File: config.mk
export PLATFORM = sky130hd
export DESIGN_NAME = adc_pwr_seq
export DESIGN_NICKNAME = d
export VERILOG_FILES = /design/src/rtl/adc_pwr_pkg.sv /design/src/rtl/adc_pwr_timer.sv /design/src/rtl/adc_pwr_fsm.sv /design/src/rtl/adc_pwr_outdec.sv /design/src/rtl/adc_pwr_gate.sv /design/src/rtl/adc_pwr_seq.sv
export SDC_FILE = /design/constraint.sdc
export NUM_CORES = 1
export LEC_CHECK = 0
export CAP_MARGIN = 5
export CORE_MARGIN = 1.5
export CORE_UTILIZATION = 25
export DETAILED_ROUTE_END_ITERATION = 8
export HOLD_SLACK_MARGIN = 0.05
export PLACE_DENSITY_LB_ADDON = 0.12
export SKIP_CTS_REPAIR_TIMING = 1
export SLEW_MARGIN = 10
export SYNTH_ARGS = -nofsm -noshare
export SYNTH_HDL_FRONTEND = slang
export SYNTH_SLANG_ARGS = --single-unit
File: constraint.sdc
create_clock -name clk -period 2.65 [get_ports clk]
set_clock_uncertainty 0.05 [all_clocks]
set_input_delay 0.3975 -clock clk [delete_from_list [all_inputs] [get_ports clk]]
set_output_delay 0.3975 -clock clk [all_outputs]
set_load 0.02 [all_outputs]
File: src/rtl/adc_pwr_pkg.sv
// Shared types and helpers for the converter power sequencer.
// Assumes settling times are given in whole microseconds.
package adc_pwr_pkg;

    // Sequencer states; outputs are decoded from these.
    typedef enum logic [2:0] {
        ST_OFF       = 3'd0,
        ST_DEEP      = 3'd1,
        ST_STANDBY   = 3'd2,
        ST_BG_WAIT   = 3'd3,
        ST_CORE_WAIT = 3'd4,
        ST_READY     = 3'd5,
        ST_SHED      = 3'd6
    } pwr_state_e;

    // Power-down target encoding on lp_sel.
    typedef enum logic [1:0] {
        LP_OFF     = 2'b00,
        LP_STANDBY = 2'b01,
        LP_DEEP    = 2'b10,
        LP_OFF_ALT = 2'b11
    } lp_sel_e;

    // Decoded analog controls.
    typedef struct packed {
        logic aclk;
        logic bg;
        logic refb;
        logic core;
        logic rdy;
    } pwr_out_t;

    // Clock cycles for a settling time; never less than one.
    function automatic int unsigned settle_cycles(input int unsigned clk_hz,
                                                  input int unsigned us);
        int unsigned per_us;
        int unsigned cyc;
        per_us = clk_hz / 32'd1_000_000;
        cyc    = per_us * us;
        return (cyc == 0) ? 32'd1 : cyc;
    endfunction

endpackage

File: src/rtl/adc_pwr_timer.sv
// Settling down-counter shared by both waits.
// Loaded with a count N; 'last' is high in the cycle whose closing edge
// ends an N-cycle window that began at the loading edge.
// Assumes load values are at least 1.
module adc_pwr_timer #(
    parameter int CNT_W = 8
) (
    input  logic             clk,
    input  logic             rst_n,
    input  logic             load,
    input  logic [CNT_W-1:0] load_val,
    output logic             last
);

    logic [CNT_W-1:0] cnt_q;

    // Load a new window or count the current one down to zero.
    always_ff @(posedge clk) begin
        if (!rst_n) begin
            cnt_q <= '0;
        end else if (load) begin
            cnt_q <= load_val;
        end else if (cnt_q != '0) begin
            cnt_q <= cnt_q - 1'b1;
        end
    end

    // Final cycle of the window.
    always_comb begin
        last = (cnt_q == CNT_W'(1));
    end

    // an idle counter stays idle until reloaded
    p_timer_idle_r2: assert property (@(posedge clk) disable iff (!rst_n)
        (cnt_q == '0 && !load) |=> (cnt_q == '0));

    // the final-cycle flag lasts one cycle per window
    p_last_once_r2: assert property (@(posedge clk) disable iff (!rst_n)
        (last && !load) |=> !last);

endmodule

File: src/rtl/adc_pwr_fsm.sv
// Sequencing state machine for the converter power controls.
// Handles staged and all-at-once power-up, standby resume, and
// power-down to a selectable target with core-first shedding.
// Assumes request inputs are synchronous to clk.
module adc_pwr_fsm
    import adc_pwr_pkg::*;
#(
    parameter int unsigned BG_CYC   = 40,
    parameter int unsigned CORE_CYC = 12,
    parameter int          CNT_W    = 8
) (
    input  logic             clk,
    input  logic             rst_n,
    input  logic             pwr_up_req,
    input  logic             pwr_dn_req,
    input  logic             simul_sel,
    input  logic [1:0]       lp_sel,
    input  logic             tmr_last,
    output pwr_state_e       state,
    output logic             simul_q,
    output logic             tmr_load,
    output logic [CNT_W-1:0] tmr_val
);

    localparam logic [CNT_W-1:0] BG_V   = CNT_W'(BG_CYC);
    localparam logic [CNT_W-1:0] CORE_V = CNT_W'(CORE_CYC);

    pwr_state_e st_q, st_n, tgt_q, tgt_n, tgt_c;
    logic       simul_n;
    logic       core_on;
    logic       bg_settled;

    // Whether the core is powered, and whether the bandgap has settled.
    always_comb begin
        core_on    = (st_q == ST_CORE_WAIT) || (st_q == ST_READY) ||
                     ((st_q == ST_BG_WAIT) && simul_q);
        bg_settled = (st_q == ST_CORE_WAIT) || (st_q == ST_READY) ||
                     (st_q == ST_STANDBY);
    end

    // Power-down target from lp_sel, demoting standby if unsettled.
    always_comb begin
        case (lp_sel_e'(lp_sel))
            LP_STANDBY: tgt_c = bg_settled ? ST_STANDBY : ST_DEEP;
            LP_DEEP:    tgt_c = ST_DEEP;
            default:    tgt_c = ST_OFF;
        endcase
    end

    // Next state, timer loads and latched sequencing mode.
    always_comb begin
        st_n     = st_q;
        tgt_n    = tgt_q;
        simul_n  = simul_q;
        tmr_load = 1'b0;
        tmr_val  = '0;
        if (pwr_dn_req && st_q != ST_SHED) begin
            if (core_on) begin
                st_n  = ST_SHED;
                tgt_n = tgt_c;
            end else begin
                st_n = tgt_c;
            end
        end else begin
            case (st_q)
                ST_OFF, ST_DEEP: begin
                    if (pwr_up_req) begin
                        st_n     = ST_BG_WAIT;
                        simul_n  = simul_sel;
                        tmr_load = 1'b1;
                        tmr_val  = BG_V;
                    end
                end
                ST_STANDBY: begin
                    if (pwr_up_req) begin
                        st_n     = ST_CORE_WAIT;
                        simul_n  = 1'b0;
                        tmr_load = 1'b1;
                        tmr_val  = CORE_V;
                    end
                end
                ST_BG_WAIT: begin
                    if (tmr_last) begin
                        if (simul_q) begin
                            st_n = ST_READY;
                        end else begin
                            st_n     = ST_CORE_WAIT;
                            tmr_load = 1'b1;
                            tmr_val  = CORE_V;
                        end
                    end
                end
                ST_CORE_WAIT: begin
                    if (tmr_last) begin
                        st_n = ST_READY;
                    end
                end
                ST_SHED: begin
                    st_n = tgt_q;
                end
                default: begin
                    st_n = st_q;
                end
            endcase
        end
    end

    // State, shedding target and mode registers.
    always_ff @(posedge clk) begin
        if (!rst_n) begin
            st_q    <= ST_OFF;
            tgt_q   <= ST_OFF;
            simul_q <= 1'b0;
        end else begin
            st_q    <= st_n;
            tgt_q   <= tgt_n;
            simul_q <= simul_n;
        end
    end

    // Export the state to the decoder.
    always_comb begin
        state = st_q;
    end

    // a power-down request always leaves the ready state
    p_dn_leaves_ready_r6: assert property (@(posedge clk) disable iff (!rst_n)
        pwr_dn_req |=> (st_q != ST_READY));

    // ready persists until a power-down request
    p_ready_holds_r9: assert property (@(posedge clk) disable iff (!rst_n)
        (st_q == ST_READY && !pwr_dn_req) |=> (st_q == ST_READY));

    // shedding lasts exactly one cycle
    p_shed_one_cycle_r6: assert property (@(posedge clk) disable iff (!rst_n)
        (st_q == ST_SHED) |=> (st_q != ST_SHED));

endmodule

File: src/rtl/adc_pwr_outdec.sv
// Decodes the sequencer state into the analog controls.
// Assumes the state comes from a register, so the outputs are glitch-free.
module adc_pwr_outdec
    import adc_pwr_pkg::*;
(
    input  pwr_state_e state,
    input  logic       simul_q,
    output pwr_out_t   ctl
);

    // Per-state analog control pattern.
    always_comb begin
        ctl = '0;
        case (state)
            ST_OFF: begin
                ctl = '0;
            end
            ST_DEEP: begin
                ctl.aclk = 1'b1;
            end
            ST_STANDBY, ST_SHED: begin
                ctl.aclk = 1'b1;
                ctl.bg   = 1'b1;
                ctl.refb = 1'b1;
            end
            ST_BG_WAIT: begin
                ctl.aclk = 1'b1;
                ctl.bg   = 1'b1;
                ctl.refb = 1'b1;
                ctl.core = simul_q;
            end
            ST_CORE_WAIT: begin
                ctl.aclk = 1'b1;
                ctl.bg   = 1'b1;
                ctl.refb = 1'b1;
                ctl.core = 1'b1;
            end
            ST_READY: begin
                ctl.aclk = 1'b1;
                ctl.bg   = 1'b1;
                ctl.refb = 1'b1;
                ctl.core = 1'b1;
                ctl.rdy  = 1'b1;
            end
            default: begin
                ctl = '0;
            end
        endcase
    end

endmodule

File: src/rtl/adc_pwr_gate.sv
// Passes conversion-start requests only while the converter is ready
// and no power-down is being requested in the same cycle.
module adc_pwr_gate (
    input  logic conv_req,
    input  logic ready,
    input  logic pwr_dn_req,
    output logic conv_start
);

    // Qualify the request.
    always_comb begin
        conv_start = conv_req && ready && !pwr_dn_req;
    end

endmodule

File: src/rtl/adc_pwr_seq.sv
// Top of the converter power sequencer.
// Converts settling times into clock counts, then ties together the
// state machine, the shared timer, the output decoder and the start gate.
// Assumes a synchronous active-low reset and synchronous request inputs.
module adc_pwr_seq
    import adc_pwr_pkg::*;
#(
    parameter int unsigned CLK_HZ         = 150_000_000,
    parameter int unsigned BG_SETTLE_US   = 5000,
    parameter int unsigned CORE_SETTLE_US = 1000
) (
    input  logic       clk,
    input  logic       rst_n,
    input  logic       pwr_up_req,
    input  logic       pwr_dn_req,
    input  logic       simul_sel,
    input  logic [1:0] lp_sel,
    input  logic       conv_req,
    output logic       aclk_en,
    output logic       bg_en,
    output logic       ref_en,
    output logic       core_en,
    output logic       ready,
    output logic       conv_start
);

    localparam int unsigned BG_CYC   = settle_cycles(CLK_HZ, BG_SETTLE_US);
    localparam int unsigned CORE_CYC = settle_cycles(CLK_HZ, CORE_SETTLE_US);
    localparam int unsigned MAX_CYC  = (BG_CYC > CORE_CYC) ? BG_CYC : CORE_CYC;
    localparam int          CNT_W    = $clog2(MAX_CYC + 1);

    pwr_state_e       state;
    logic             simul_q;
    logic             tmr_load;
    logic [CNT_W-1:0] tmr_val;
    logic             tmr_last;
    pwr_out_t         ctl;

    adc_pwr_fsm #(
        .BG_CYC   (BG_CYC),
        .CORE_CYC (CORE_CYC),
        .CNT_W    (CNT_W)
    ) u_fsm (
        .clk        (clk),
        .rst_n      (rst_n),
        .pwr_up_req (pwr_up_req),
        .pwr_dn_req (pwr_dn_req),
        .simul_sel  (simul_sel),
        .lp_sel     (lp_sel),
        .tmr_last   (tmr_last),
        .state      (state),
        .simul_q    (simul_q),
        .tmr_load   (tmr_load),
        .tmr_val    (tmr_val)
    );

    adc_pwr_timer #(
        .CNT_W (CNT_W)
    ) u_timer (
        .clk      (clk),
        .rst_n    (rst_n),
        .load     (tmr_load),
        .load_val (tmr_val),
        .last     (tmr_last)
    );

    adc_pwr_outdec u_dec (
        .state   (state),
        .simul_q (simul_q),
        .ctl     (ctl)
    );

    adc_pwr_gate u_gate (
        .conv_req   (conv_req),
        .ready      (ctl.rdy),
        .pwr_dn_req (pwr_dn_req),
        .conv_start (conv_start)
    );

    // Drive the output ports from the decoded controls.
    always_comb begin
        aclk_en = ctl.aclk;
        bg_en   = ctl.bg;
        ref_en  = ctl.refb;
        core_en = ctl.core;
        ready   = ctl.rdy;
    end

    // the core is never powered without bandgap and reference
    p_core_needs_bg_r4: assert property (@(posedge clk) disable iff (!rst_n)
        core_en |-> (bg_en && ref_en));

    // in staged mode the core rises only after the bandgap was up
    p_staged_order_r2: assert property (@(posedge clk) disable iff (!rst_n)
        ($rose(core_en) && !simul_q) |-> $past(bg_en));

    // the bandgap falls only after the core is already off
    p_bg_after_core_r6: assert property (@(posedge clk) disable iff (!rst_n)
        $fell(bg_en) |-> !$past(core_en));

    // power-down drops ready in the next cycle
    p_dn_clears_ready_r6: assert property (@(posedge clk) disable iff (!rst_n)
        pwr_dn_req |=> !ready);

    // a start only passes with a settled, powered core
    p_start_settled_r5: assert property (@(posedge clk) disable iff (!rst_n)
        conv_start |-> (ready && core_en && conv_req));

    // analog blocks on implies converter clock on
    p_clk_with_analog_r10: assert property (@(posedge clk) disable iff (!rst_n)
        (bg_en || core_en) |-> aclk_en);

endmodule

Word-level counts from Yosys, hierarchy flattened:

Cells that the tools add are included.

* $add $sub $neg: 1
* equal/unequal tests: 16
* bitwise logic cells: 1
* muxes and demuxes: 30
* reduce and logical (&&, ||, !) cells: 21

Operators by type and width (count)
* 20-bit two-way mux: 5
* 20-bit case mux with 3 select lines: 1
* 18-bit two-way mux: 2
* 20-bit by 1-bit equality test with 1-bit output (second input constant): 1
* 20-bit nonzero test: 1
* 20-bit by 1-bit subtractor with 20-bit output (second input constant): 1
* 3-bit two-way mux: 6
* 3-bit case mux with 5 select lines: 1
* 3-bit != test (second input constant): 4
* 3-bit equality test (second input constant): 3
* 1-bit two-way mux: 9
* 3-bit by 2-bit equality test with 1-bit output (second input constant): 2
* 1-bit case mux with 2 select lines: 3
* 3-bit case mux with 2 select lines: 1
* 6-bit nonzero test: 1
* 6-bit OR reduction: 1
* 5-bit AND reduction: 1
* 5-bit OR reduction: 1
* 1-bit logical AND: 4
* 2-bit two-way mux: 2
* 2-bit != test (second input constant): 2
* 4-bit AND reduction: 1
* 2-bit nonzero test: 2
* 2-bit OR reduction: 2
* 10 further kinds: 12

* register bits after elaboration: 27
* input port bits: 8

Logic depth before layout (Yosys ltp):

* depth in word-level cells: 7
* depth in mapped cells: 8

Modules after synthesis:

A second synthesis with hierarchy kept.

* cells, all modules: 260
* area total of the unflattened synthesis: 2003.2 um^2

By module, submodules not included
* adc_pwr_timer: cells an instance 155, times used 1, area each 1212.4 um^2
* adc_pwr_fsm: cells an instance 94, times used 1, area each 711.9 um^2
* adc_pwr_outdec: cells an instance 10, times used 1, area each 70.1 um^2
* adc_pwr_gate: cells an instance 1, times used 1, area each 8.8 um^2

Worst setup path after synthesis:

Ideal clock, no wire load.

* path type: register -> register
* start point: register u_timer.cnt_q[14]
* end point: register u_timer.cnt_q[12]
* cell stages (with the launch flop): 8
* setup slack: 349 ps
* arrival time: 2125 ps
* cells stage by stage: dfxtp_1 or4_1 clkbuf_2 or2_0 buf_2 or4b_4 o31ai_4 nor2_1

* cells in the longest elaborated chain, start to end: 5
* elaborated cells between the ends (all ways): 10
* classes of those cells: eq/ne (1); mux (7); reduce/logical (2)

Ends and longest elaborated chain
* start, declared: RTL line adc_pwr_timer.sv:15 `logic [CNT_W-1:0] cnt_q;`
* start signal, assigned: RTL line adc_pwr_timer.sv:22 `cnt_q <= load_val;`
* start signal, assigned: RTL line adc_pwr_timer.sv:24 `cnt_q <= cnt_q - 1'b1;`
* 20-bit by 1-bit equality test with 1-bit output: RTL line adc_pwr_timer.sv:30 `last = (cnt_q == CNT_W'(1));`
* 20-bit two-way mux or 1-bit two-way mux (tied branches): RTL line adc_pwr_fsm.sv:83 `if (tmr_last) begin`
* 20-bit case mux with 3 select lines or 1-bit case mux with 2 select lines (tied branches): RTL line adc_pwr_fsm.sv:65 `case (st_q)`
* 20-bit two-way mux or 1-bit two-way mux (tied branches): RTL line adc_pwr_fsm.sv:57 `if (pwr_dn_req && st_q != ST_SHED) begin`
* 20-bit two-way mux or 2-bit nonzero test (tied branches)

Several ways; a longest one is shown, not always the timed one.
A chain may end at the register's enable or synchronous reset.

Final worst setup path:

* start point: register u_fsm.st_q[2] (netlist: u_fsm.state[2])
* end point: output port core_en

* cells in the longest elaborated chain, start to end: 3
* elaborated cells between the ends (all ways): 5
* classes of those cells: eq/ne (3); mux (1); reduce/logical (1)

Ends and longest elaborated chain
* start, declared: RTL line adc_pwr_fsm.sv:28 `pwr_state_e st_q, st_n, tgt_q, tgt_n, tgt_c;`
* start signal, assigned: RTL line adc_pwr_fsm.sv:115 `st_q <= st_n;`
* 3-bit equality test: RTL line adc_pwr_outdec.sv:14 `case (state)`
* 2-bit OR reduction (no line)
* 1-bit case mux with 2 select lines (*): RTL line adc_pwr_outdec.sv:14
* end, declared: RTL line adc_pwr_seq.sv:22 `output logic core_en,`

Mark *: on every way between the ends. The rest lies on a longest branch, timed or not.

==> results.md <==
- The maximum fanout encountered on the critical timing path is 17.
- The initial antenna violation count was 0.
- The remaining design rule violation count is 0.
- The final wirelength is 4317 um.
- 0 antenna diodes ended up in the layout.
- The worst hold path belongs to the class reg -> reg.
- The number of top-level design ports is 14.
- The weighted congestion at the end of routability-driven global placement is 0.7646.
- The main flop type after synthesis is sky130_fd_sc_hd__dfxtp_1.
- Of all flip-flops after synthesis, the portion carrying an async set or reset was 0.
- Of the cells placed in the final design, the portion with a size suffix greater than 1 is 0.1027.
- The initial cell density of the core is 0.2573.
- The number of synthesized flops with an enable pin is 0.
- Of the available clock period, the critical path in the final layout requires 0.9191.
- In the final timing run, aggregate negative setup slack is 0 ns.
- The final number of max-transition violations is 0.
- In this run, synthesis produced a sequential element count of 26.
- From synthesis to final layout, the design area changed by 18.68%.
- The clock latency on the worst-skew pair is 0.27 ns.
- The vias after detailed routing is 1,537.
- In the routed layout, each cell is associated on average with a via count of about 5.1.
- The half-perimeter wire length after placement is 3254 um.
- Prior to clock tree synthesis, the placed netlist has a worst setup slack of 0.04919 ns.
- The global-route wire length before repair is 7631 um.
- The cell depth of the worst flop-to-flop path is 7.
- The overall die area is ~0.0070 sq mm.
- The largest buffer count on any clock path is 2.
- Entering global routing, the biggest net connects 18 pins.
- Buffers placed on the I/O ports in this run total 13.
- The level count of the clock H-tree is 1.
- The leading cell type by number of instances after synthesis is sky130_fd_sc_hd__a21oi_1.
- The TritonCTS clock tree is yes.
- The first detailed-routing pass ran for 4 iterations.
- The tree is rooted in a sky130_fd_sc_hd__clkbuf_8.
- The static power due to leakage is 0.6758 nW.
- Measured along the y axis, the die boundary spans 83.85 um.
- The commonest cells after synthesis are sky130_fd_sc_hd__a21oi_1 (31), sky130_fd_sc_hd__dfxtp_1 (26), sky130_fd_sc_hd__nor2_1 (19), sky130_fd_sc_hd__nand2_1 (13), sky130_fd_sc_hd__xnor2_1 (12).
- Yosys mapped the design onto 45 distinct sky130hd cell types.
- When the netlist entered floorplanning its net count stood at around 220.
- The number of warning messages in the yosys log is 0.
- The detail-routed net length per standard cell is 14.34 um.
- Headroom to the max-slew limit came out at 0.6051.
- Across all setup checks in the final design, the least slack found is 0.2145 ns.
- Of the post-synthesis cell area, the dominant cell type holds 0.3185.
- The overall track demand over capacity in global routing is 0.1318.
- Global routing finished with a remaining overflow of 0.
- The filler-free cell count of the finished design is 301.
- On the critical path, the stage with the largest delay is an instance of sky130_fd_sc_hd__clkdlybuf4s50_1.
- The total CTS buffers is 3.
- In this run the power density over the cells is 979.5 mW/mm^2.
- On the worst path, the slowest cell contributes a delay of 0.65 ns.
- For the finished layout, the period the worst path requires is about 2.4 ns.
- Setup repair after global routing left no endpoint under its margin.
- The x dimension of the die is 83.85 um.
- After clock tree synthesis, the clock-pin slew on the worst setup and hold paths is roughly 0.090 ns.
- After synthesis the cells add up to 0.001634 sq mm.
- The endpoint class of the critical path is an output pin.
- For the pin with the worst max-slew slack, the measured transition is 0.5895 ns.
- Dividing the synthesized area by the synthesized cell count gives about 8 sq um.
- The flow ran to the end, and the final reports show no timing, DRC or antenna violations.
- STA classifies the critical path startpoint as a flop.
- The maximum ir drop on the vdd rail is 372.9 uV.
- The final layout contains between 200 and 250 nets.
- In the post-synthesis netlist, the biggest area contributors are sky130_fd_sc_hd__dfxtp_1 (32%), sky130_fd_sc_hd__a21oi_1 (9.5%), sky130_fd_sc_hd__xnor2_1 (6.4%).
- The total area inside the core boundary comes to 0.006350 sq mm.
- Setup violations remaining at the end of the flow were counted as 0.
- Counting instances, the worst hold path has a depth of 2.
- For the worst setup path, the data arrival time is about 2.0 ns.
- The via count of the first global-routing pass came to between 1,500 and 2,000.
- Counting the fill cells in the layout gives 708.
- Static timing analysis puts the maximum clock frequency at roughly 410 MHz.
- The cell accounting for the most synthesized area is sky130_fd_sc_hd__dfxtp_1.
- By startpoint and endpoint, the worst setup path is classified as reg -> out.
- Across the run, the number of max-cap violations was 0.
- The detail route stage leaves a number of antenna-violating nets equal to 0.
- The required time at the endpoint of the critical path is 2.20 ns.
- Counting tap cells, the placed design contains a total of 298 instances.
- The tree built by TritonCTS fans out to 26 sinks.
- Traced cell by cell, the critical path runs through nand2b_1 -> o21ai_0 -> clkdlybuf4s50_1.
- The detailed router finished its first iteration with 87 violations.
- The number of cells produced by synthesis is 209.
- Of the synthesized area, sequential elements account for 0.3185.
- The floorplan has 29 rows.
- The number of failing hold endpoints at the final stage is 0.
==> layout by cell type, fill, tap and decap left out, types with 2 or more instances in the layout <==
cell type,instances
sky130_fd_sc_hd__or4_1,3
sky130_fd_sc_hd__dfxtp_1,26
sky130_fd_sc_hd__ha_1,4
sky130_fd_sc_hd__nand4b_1,2
sky130_fd_sc_hd__nand2b_1,8
sky130_fd_sc_hd__a31oi_1,3
sky130_fd_sc_hd__buf_4,11
sky130_fd_sc_hd__nor4_1,4
sky130_fd_sc_hd__o21ai_0,7
sky130_fd_sc_hd__nor2_1,19
sky130_fd_sc_hd__nor4_2,2
sky130_fd_sc_hd__clkbuf_8,3
sky130_fd_sc_hd__nand3b_1,2
sky130_fd_sc_hd__a211oi_1,5
sky130_fd_sc_hd__nand4_1,4
sky130_fd_sc_hd__or3_1,2
sky130_fd_sc_hd__and2_1,2
sky130_fd_sc_hd__xnor2_1,12
sky130_fd_sc_hd__or3b_2,4
sky130_fd_sc_hd__nand3_1,3
sky130_fd_sc_hd__o31a_1,3
sky130_fd_sc_hd__nor2b_1,3
sky130_fd_sc_hd__a21oi_1,31
sky130_fd_sc_hd__o31ai_1,3
sky130_fd_sc_hd__o32ai_1,2
sky130_fd_sc_hd__nand2_1,13
sky130_fd_sc_hd__nor3_1,10
sky130_fd_sc_hd__inv_1,5
sky130_fd_sc_hd__clkdlybuf4s50_1,13
==> layer usage <==
layer,share of wire,wire (um),vias up,global-route usage
met5,0,0,-,0
met3,0.030,131,2,0.02473
li1,-,-,797,-
met2,0.47,2048,20,0.2236
met4,0.0053,23,0,0.02683
met1,0.49,2114,718,0.1749
==> registers in the layout, summed over array words and instances, names as in the netlist <==
register       cells
u_timer.cnt_q     20
u_fsm.state        3
u_fsm.tgt_q        2
u_fsm.simul_q      1
==> final timing paths <==
kind,slack [ns],startpoint,endpoint
max,0.21,u_fsm.state[2],core_en
min,0.42,u_fsm.tgt_q[0],u_fsm.tgt_q[0]
max reg2reg,0.26,u_timer.cnt_q[0],u_timer.cnt_q[13]
min reg2reg,0.42,u_fsm.tgt_q[0],u_fsm.tgt_q[0]
==> per-stage QoR <==
stage          cell area, sq um  utilization  power [W]  hold slack [ns]
2_1_floorplan              1634            -   0.001353           0.3864
3_3_place_gp               1892       0.2979   0.001697           0.4044
5_1_grt                    1939       0.3054   0.002074           0.4523
6_report                   1939       0.3054   0.001900           0.4191
4_1_cts                    1933       0.3044   0.001917           0.4254
3_5_place_dp               1892       0.2979   0.001677           0.4112
==> worst max-delay path: cells and delay by family (launching register included) <==
family	cells	cell delay, ns
buffers and inverters	1	0.65
flip-flops	1	0.64
AND/OR/NAND/NOR	1	0.24
AO/OA/AOI/OAI	1	0.18
==> power by group <==
part	total, W	internal (W)	switching [W]	leakage [nW]
clock	0.000228	0.000102	0.000126	0.0216
sequential	0.000635	0.000501	0.000134	0.214
combinational	0.00104	0.000477	0.000560	0.440
total	0.00190	0.00108	0.000820	0.676
==> cell families after synthesis <==
kind of cell / count (synthesis) / synth area share
compound gates: 61 / 0.2336
mux: 1 / 0.006126
buf+inv: 17 / 0.04287
simple gates: 87 / 0.2986
fa+ha+maj: 4 / 0.03063
xor+xnor: 13 / 0.06968
flops: 26 / 0.3185
==> area by class of cell <==
type	instances	area (sq um)	share of cell area
clock buffers	3	41.29	0.02129
inverters	5	18.77	0.009677
multi-input cells	166	1050	0.5413
flip-flops and latches	26	520.5	0.2684
well taps	77	96.34	0.04968
repair buffers	24	212.7	0.1097
Note: power is estimated with default switching activity, not from simulation.
